--- src/rtl/sram_lane_pkg.sv ---
package sram_lane_pkg;

  function automatic int ceilDiv(input int num, input int den);
    return (num + den - 1) / den;
  endfunction

  function automatic int maxOf(input int a, input int b);
    return (a > b) ? a : b;
  endfunction

  // phase length in cycles, never below one
  function automatic int phaseCyc(input int ns, input int clkNs);
    return maxOf(ceilDiv(ns, clkNs), 1);
  endfunction

  typedef enum logic [2:0] {
    ST_BOOT,
    ST_IDLE,
    ST_WTURN,
    ST_WPULSE,
    ST_WHOLD,
    ST_RACC
  } ctl_state_e;

  // strobes from control to datapath
  typedef struct packed {
    logic sel;      // chip select active
    logic wrPulse;  // write strobe active
    logic rdEn;     // output enable active
    logic drive;    // data driver on
    logic load;     // latch a new request
    logic capture;  // latch read data
  } strobe_t;

endpackage

--- src/rtl/sram_lane_ctl.sv ---
module sram_lane_ctl
  import sram_lane_pkg::*;
#(
  parameter int BOOT_CYC = 1,
  parameter int TURN_CYC = 1,
  parameter int PWE_CYC  = 1,
  parameter int HOLD_CYC = 1,
  parameter int ACC_CYC  = 1
) (
  input  logic    clk,
  input  logic    rstN,
  input  logic    reqValid,
  input  logic    reqWrite,
  output logic    reqReady,
  output strobe_t strb
);

  localparam int MAX_CYC = maxOf(maxOf(BOOT_CYC, ACC_CYC),
                                 maxOf(maxOf(TURN_CYC, PWE_CYC), HOLD_CYC));
  localparam int CNT_W = $clog2(MAX_CYC + 1);

  ctl_state_e state;
  logic [CNT_W-1:0] cnt;
  logic cntDone;

  assign cntDone = (cnt == '0);

  always_ff @(posedge clk) begin
    if (!rstN) begin
      state <= ST_BOOT;
      cnt   <= CNT_W'(BOOT_CYC - 1);
    end else begin
      case (state)
        ST_BOOT: begin
          if (cntDone) state <= ST_IDLE;
          else cnt <= cnt - 1'b1;
        end
        ST_IDLE: begin
          if (reqValid) begin
            if (reqWrite) begin
              state <= ST_WTURN;
              cnt   <= CNT_W'(TURN_CYC - 1);
            end else begin
              state <= ST_RACC;
              cnt   <= CNT_W'(ACC_CYC - 1);
            end
          end
        end
        ST_WTURN: begin
          if (cntDone) begin
            state <= ST_WPULSE;
            cnt   <= CNT_W'(PWE_CYC - 1);
          end else cnt <= cnt - 1'b1;
        end
        ST_WPULSE: begin
          if (cntDone) begin
            state <= ST_WHOLD;
            cnt   <= CNT_W'(HOLD_CYC - 1);
          end else cnt <= cnt - 1'b1;
        end
        ST_WHOLD: begin
          if (cntDone) state <= ST_IDLE;
          else cnt <= cnt - 1'b1;
        end
        ST_RACC: begin
          if (cntDone) state <= ST_IDLE;
          else cnt <= cnt - 1'b1;
        end
        default: state <= ST_IDLE;
      endcase
    end
  end

  always_comb begin
    reqReady     = (state == ST_IDLE);
    strb.sel     = (state == ST_WTURN) || (state == ST_WPULSE) ||
                   (state == ST_WHOLD) || (state == ST_RACC);
    strb.wrPulse = (state == ST_WPULSE);
    strb.rdEn    = (state == ST_RACC);
    strb.drive   = (state == ST_WPULSE) || (state == ST_WHOLD);
    strb.load    = (state == ST_IDLE) && reqValid;
    strb.capture = (state == ST_RACC) && cntDone;
  end

endmodule

--- src/rtl/sram_lane_dp.sv ---
module sram_lane_dp
  import sram_lane_pkg::*;
#(
  parameter int ADDR_W = 16,
  parameter int DATA_W = 16,
  localparam int LANES = DATA_W / 8
) (
  input  logic              clk,
  input  logic              rstN,
  input  strobe_t           strb,
  input  logic [ADDR_W-1:0] reqAddr,
  input  logic [DATA_W-1:0] reqWdata,
  input  logic [LANES-1:0]  reqMask,
  input  logic [DATA_W-1:0] memDqIn,
  output logic [ADDR_W-1:0] memAddr,
  output logic [DATA_W-1:0] memDqOut,
  output logic              memCeN,
  output logic              memWeN,
  output logic              memOeN,
  output logic [LANES-1:0]  laneN,
  output logic              memDqDrive,
  output logic              rspValid,
  output logic [DATA_W-1:0] rspData
);

  logic [ADDR_W-1:0] addrQ;
  logic [DATA_W-1:0] dataQ;
  logic [LANES-1:0]  maskQ;
  logic [DATA_W-1:0] capNext;

  always_ff @(posedge clk) begin
    if (!rstN) begin
      addrQ <= '0;
      dataQ <= '0;
      maskQ <= '0;
    end else if (strb.load) begin
      addrQ <= reqAddr;
      dataQ <= reqWdata;
      maskQ <= reqMask;
    end
  end

  for (genvar g = 0; g < LANES; g++) begin : gLane
    assign capNext[g*8 +: 8] = maskQ[g] ? memDqIn[g*8 +: 8] : 8'h00;
    assign laneN[g]          = ~(strb.sel & maskQ[g]);
  end

  always_ff @(posedge clk) begin
    if (!rstN) begin
      rspValid <= 1'b0;
      rspData  <= '0;
    end else begin
      rspValid <= strb.capture;
      if (strb.capture) rspData <= capNext;
    end
  end

  assign memAddr    = addrQ;
  assign memDqOut   = dataQ;
  assign memCeN     = ~strb.sel;
  assign memWeN     = ~strb.wrPulse;
  assign memOeN     = ~strb.rdEn;
  assign memDqDrive = strb.drive;

endmodule

--- src/rtl/sram_lane_ctrl.sv ---
module sram_lane_ctrl
  import sram_lane_pkg::*;
#(
  parameter int CLK_NS     = 10,
  parameter int STARTUP_NS = 500000,
  parameter int T_WC_NS    = 45,
  parameter int T_PWE_NS   = 35,
  parameter int T_AW_NS    = 40,
  parameter int T_SD_NS    = 25,
  parameter int T_HZOE_NS  = 15,
  parameter int T_RC_NS    = 45,
  parameter int T_AA_NS    = 45,
  parameter int T_DOE_NS   = 25
) (
  input  logic        clk,
  input  logic        rstN,
  input  logic        reqValid,
  input  logic        reqWrite,
  input  logic [15:0] reqAddr,
  input  logic [15:0] reqWdata,
  input  logic [1:0]  reqMask,
  output logic        reqReady,
  output logic        rspValid,
  output logic [15:0] rspData,
  output logic        memCeN,
  output logic        memWeN,
  output logic        memOeN,
  output logic        memUbN,
  output logic        memLbN,
  output logic [15:0] memAddr,
  output logic [15:0] memDqOut,
  input  logic [15:0] memDqIn,
  output logic        memDqDrive
);

  localparam int BOOT_CYC = phaseCyc(STARTUP_NS, CLK_NS);
  localparam int TURN_CYC = phaseCyc(T_HZOE_NS, CLK_NS);
  localparam int PWE_CYC  = maxOf(maxOf(phaseCyc(T_PWE_NS, CLK_NS),
                                        phaseCyc(T_SD_NS, CLK_NS)),
                                  ceilDiv(T_AW_NS, CLK_NS) - TURN_CYC);
  localparam int WC_CYC   = phaseCyc(T_WC_NS, CLK_NS);
  localparam int HOLD_CYC = maxOf(1, WC_CYC - TURN_CYC - PWE_CYC);
  localparam int ACC_CYC  = maxOf(maxOf(phaseCyc(T_AA_NS, CLK_NS),
                                        phaseCyc(T_DOE_NS, CLK_NS)),
                                  phaseCyc(T_RC_NS, CLK_NS));

  strobe_t strb;
  logic [1:0] laneN;

  sram_lane_ctl #(
    .BOOT_CYC(BOOT_CYC), .TURN_CYC(TURN_CYC), .PWE_CYC(PWE_CYC),
    .HOLD_CYC(HOLD_CYC), .ACC_CYC(ACC_CYC)
  ) uCtl (
    .clk(clk), .rstN(rstN), .reqValid(reqValid), .reqWrite(reqWrite),
    .reqReady(reqReady), .strb(strb)
  );

  sram_lane_dp #(.ADDR_W(16), .DATA_W(16)) uDp (
    .clk(clk), .rstN(rstN), .strb(strb),
    .reqAddr(reqAddr), .reqWdata(reqWdata), .reqMask(reqMask),
    .memDqIn(memDqIn), .memAddr(memAddr), .memDqOut(memDqOut),
    .memCeN(memCeN), .memWeN(memWeN), .memOeN(memOeN), .laneN(laneN),
    .memDqDrive(memDqDrive), .rspValid(rspValid), .rspData(rspData)
  );

  assign memLbN = laneN[0];
  assign memUbN = laneN[1];

endmodule

--- config.mk ---
export PLATFORM = sky130hd
export DESIGN_NAME = sram_lane_ctrl
export DESIGN_NICKNAME = d
export VERILOG_FILES = /design/src/rtl/sram_lane_pkg.sv /design/src/rtl/sram_lane_ctl.sv /design/src/rtl/sram_lane_dp.sv /design/src/rtl/sram_lane_ctrl.sv
export SDC_FILE = /design/constraint.sdc
export NUM_CORES = 1
export LEC_CHECK = 0
export BUFFER_PORTS_ARGS = -buffer_cell sky130_fd_sc_hd__clkbuf_2
export CORE_UTILIZATION = 50
export DETAILED_ROUTE_END_ITERATION = 12
export PLACE_DENSITY = 0.8
export RECOVER_POWER = 25
export SYNTH_ARGS = -nofsm -noshare
export SYNTH_HDL_FRONTEND = slang
export SYNTH_HIERARCHICAL = 1
export SYNTH_SLANG_ARGS = --single-unit
export TNS_END_PERCENT = 50
--- constraint.sdc ---
create_clock -name clk -period 2.8 [get_ports clk]
set_clock_uncertainty 0.2 [all_clocks]
set_input_delay 0.42 -clock clk [delete_from_list [all_inputs] [get_ports clk]]
set_output_delay 0.42 -clock clk [all_outputs]
set_load 0.01 [all_outputs]
; ---- Word level (Yosys, flattened, before mapping)
; Index checks and enable logic that the tools add are counted.
[word_totals]
regBits = 70
inputBits = 54
output_inout_bits = 56
word_cells = 51
[op_classes]
n_addsub = 1
eq_ne = 10
mux = 14
bitwise_logic = 7
reduce_logical = 12
[op_table]
columns = op, n
row1 = $mux 16, 4
row2 = $pmux 16 s4, 1
row3 = $mux 3, 6
row4 = $logic_not 16->1, 1
row5 = $mux 8, 2
row6 = $sub 16x1->16 const B, 1
row7 = $pmux 3 s4, 1
row8 = $eq 3x2->1 const B, 2
row9 = $eq 3x3->1 const B, 2
row10 = $ne 2x2->1 const B, 3
row11 = $not 1->1, 5
row12 = $logic_or 1x1->1, 4
row13 = $ne 2x1->1 const B, 2
row14 = $reduce_and 4->1, 1
row15 = $reduce_bool 4->1, 1
row16 = $eq 3x1->1 const B, 1
row17 = $logic_not 3->1, 1
row18 = $reduce_and 3->1, 1
row19 = $reduce_or 3->1, 1
row20 = $and 1x1->1, 2
row21 = $logic_and 1x1->1, 2

; ---- Longest topological paths before layout
[logic_depth]
ltp_word = 6
mapped_depth = 9
depth_no_buf = 7

; ---- Cells and area by module
; The synthesis kept the hierarchy.
[modules_own_cells]
columns = mod, instances, cells_each, area_per_inst_um2, seq_area_each_um2
row1 = sram_lane_dp, 1, 190, 2029.4, 1021.0
row2 = sram_lane_ctl, 1, 151, 1202.4, 380.4

; ---- Worst setup path before layout
; Ideal clock, no wire load.
[synth_path]
path_type = reg2reg
from = reg uCtl.cnt[0]
to = reg uCtl.cnt[9]
setup_time_ns = 0.074
arrival_ns = 1.943
required_ns = 2.526
path_slack_ns = 0.582
stages_incl_launch_ff = 9
path_buffers = 1
period_less_slack_ns = 2.218
path_cell_list = dfxtp_1 > inv_1 > ha_1 > nor3b_1 > and4_1 > buf_2 > a211o_1 > or4_1 > a31oi_1
[synth_via]
elab_chain_len = 3
word_cells_on_any_way = 8
classes_between = add/sub (1) / eq/ne (1) / mux (4) / reduce/logical (2)
[synth_lines]
columns = item, line
row1 = "start, declared", sram_lane_ctl.sv:23  ; logic [CNT_W-1:0] cnt;
row2 = "start signal, assigned", sram_lane_ctl.sv:31  ; cnt <= CNT_W'(BOOT_CYC - 1);
row3 = "start signal, assigned", sram_lane_ctl.sv:36  ; else cnt <= cnt - 1'b1;
row4 = "start signal, assigned", sram_lane_ctl.sv:42  ; cnt <= CNT_W'(TURN_CYC - 1);
row5 = $sub 16x1->16 or $logic_not 16->1 (tied branches), --
row6 = "$mux 16, or another cell as far along", "sram_lane_ctl.sv:35, sram_lane_ctl.sv:62, sram_lane_ctl.sv:66"
row7 = $pmux 16 s4 or $reduce_and 3->1 (tied branches), --
; Parallel ways exist; a longest one is shown, timed or not. The select of a mux whose other input is x is not followed.
; A chain may end at the register's enable or synchronous reset.

==> reports/results.txt <==
Mapped Area: 0.00323 mm²
DIE AREA: 0.00679 mm²
Vias in the first global route: 2418
ANT cells: 0
Tcrit/Tclk final: 0.884
Avg Cell Area, Syn: 9.48 µm²
Area contributors post-synth: dfxtp_1 (43%), mux2i_1 (11%), nor2b_1 (7.4%)
Initial antenna violation count: 0
Fillers: 503
Fmax: 404 MHz
Origin of the worst setup path: uCtl/state[1]$_SDFFE_PN0P_
Starting Density: 0.533
Pleak: 1.49 nW
Iter 0 DRT Violations: 114
Post-synth EDFFs: 0
First-pass GRT wire length: 10600 µm
Reg2Reg Depth: 7
Residual DRC: 0
Layout cells sized above 1: 0.240
Dominant synthesized flop cell: dfxtp_1
Post-CTS sizing: 0
Total Wirelength: 6970 µm
Syn Nets: 397
CP startpoint kind: flop
Worst-path clk slew: 0.08 ns
Routed vias: 2772
Commonest cells after routing, fill and taps aside: clkbuf_2 (78), dfxtp_1 (70), nor2b_1 (38), mux2i_1 (34), clkbuf_1 (31)
CTS max path bufs: 2
Worst endpoint data arrival time: 1.86 ns
Worst-margin pin slew: 0.597 ns
Crit Path Category: reg2out
TritonCTS Buffers: 9
DIE WIDTH: 82.4 µm
Final hold vios: 0
Synth area leader: dfxtp_1
Port Buf Inserts: 109
Ys Warns: 6
Sequential element share of the synthesized area: 0.434
Final Power: 0.00181 W
Top-area cell type share of the netlist area: 0.434
Synthesis-stage register bit count: 70
Top Ports: 110
Clock sink count: 70
Worst rel slew slack: 0.601
Post-DR vias/cell: 5.28
PwrDens: 465 mW/mm²
Max FO, Critical Path: 14
Synth Instances: 341
Detail Route Antenna Nets: 0
Peak VDD IR: 305 µV
Overall Global Routing Usage: 0.205
# rows: 28
Type of the worst min-delay path: in2reg
Post-Place Setup Slack: 0.453 ns
Fin nets: 501
Final slew viol count: 0
Layout Cells excl Fill: 525
Most common cell after layout, fill and taps aside: clkbuf_2
Yosys cell types: 47
Status: completed
Largest net degree at the start of global routing: 41
RSZ-0062 raised after global routing: false
Grt total ovfl: 0
Chip Height: 82.4 µm
Setup_tns: 0 ns
Clock latency at the later pin of the worst-skew pair: 0.35 ns
Final worst slack: 0.324 ns
Hold Crit Start: memDqIn[14]
Reg-to-Reg Start: uCtl/cnt[0]$_SDFFE_PN1P_
DP HPWL: 5030 µm
DR WL/cell: 13.3 µm
Core area: 0.00606 mm²
First-pass DRT Iterations: 4
CTS tree: built
Final setup violation count: 0
Fin util: 0.642
Area Overhead vs Synth: 20.4%
Hold Buf Count CTS: 0
Kind of end point of the critical path: output pin
Maxcap violations: 0
H-tree Lvls: 3
Share of flip-flops with an asynchronous set or reset: 0
CP required: 2.18 ns
Post-CTS setup buffer count: 0
Hold depth: 3
Root buffer cell: clkbuf_8
Routability Congestion: 0.880
Placed insts: 509
Final min period: 2.48 ns
-- Yosys cell counts (all sizes together), types with 2 or more instances --
library cell	n
o211ai	2
a21oi	11
buf	16
a211oi	2
o21ai	9
or3	6
nand3b	19
mux2i	34
nand3	4
ha	2
dfxtp	70
a21o	2
nor2b	38
xor2	2
nor3	4
o21bai	2
nor3b	3
a211o	2
nand2	29
o31ai	4
nor4	3
inv	9
and2	4
nor2	12
nand4	17
nand2b	7
xnor2	3
a2bb2oi	2
a31oi	6
clkbuf	7
or4	2
-- cells by family (layout without fill, tap and decap cells) --
group | after synthesis | in the layout | share of synthesized area
buf+inv | 32 | 141 | 0.0670
mux | 34 | 34 | 0.105
fa+ha+maj | 2 | 2 | 0.00774
simple gates | 150 | 150 | 0.273
compound gates | 48 | 48 | 0.0999
xor+xnor | 5 | 5 | 0.0136
flops | 70 | 70 | 0.434
-- layer usage --
metal / vias up / GRT usage / wire (µm)
li1: 1406 / - / -
met1: 1246 / 0.254 / 3190
met2: 107 / 0.329 / 3090
met3: 13 / 0.0505 / 571
met4: 0 / 0.109 / 114
met5: - / 0 / 0
-- power breakdown --
part | switching, W | internal (W)
clock | 0.000396 | 0.000322
sequential | 0.00000464 | 0.000998
combinational | 0.0000413 | 0.0000473
-- registers in the layout (all words and copies together) (netlist names) --
register / count
uCtl/cnt: 16
uDp/memDqOut: 16
uDp/maskQ: 2
uDp/rspData: 16
uCtl/state: 3
uDp/rspValid: 1
uDp/memAddr: 16
-- metrics by stage --
stage | hold slack, ns | cell area, µm²
after floorplan | 0.227 | 3230
after global placement | 0.249 | 3760
after detailed placement | 0.250 | 3760
after CTS | 0.104 | 3930
after global routing | 0.109 | 3890
final | 0.110 | 3890
-- worst paths after layout --
path         slack, ns                           end
max               0.32                    memDqDrive
min               0.11  uDp/rspData[14]$_SDFFE_PN0P_
max reg2reg       0.44      uCtl/cnt[9]$_SDFFE_PN1P_
min reg2reg       0.26     uCtl/cnt[14]$_SDFFE_PN1P_
-- worst max-delay path: stages, from the launching register on --
cell	delay [ns]
dfxtp_1	0.60
nor2b_1	0.43
and2_1	0.21
o21bai_1	0.11
clkbuf_2	0.15
-- layout make-up --
class | count | area (µm²) | share of cell area
Multi-Input combinational cell | 239 | 1620 | 0.416
Sequential cell | 70 | 1400 | 0.360
Timing Repair Buffer | 116 | 572 | 0.147
Clock buffer | 9 | 124 | 0.0318
Tap cell | 75 | 93.8 | 0.0241
Clock inverter | 7 | 48.8 | 0.0125
Inverter | 9 | 33.8 | 0.00868
Note: power is estimated with default switching activity, not from simulation.
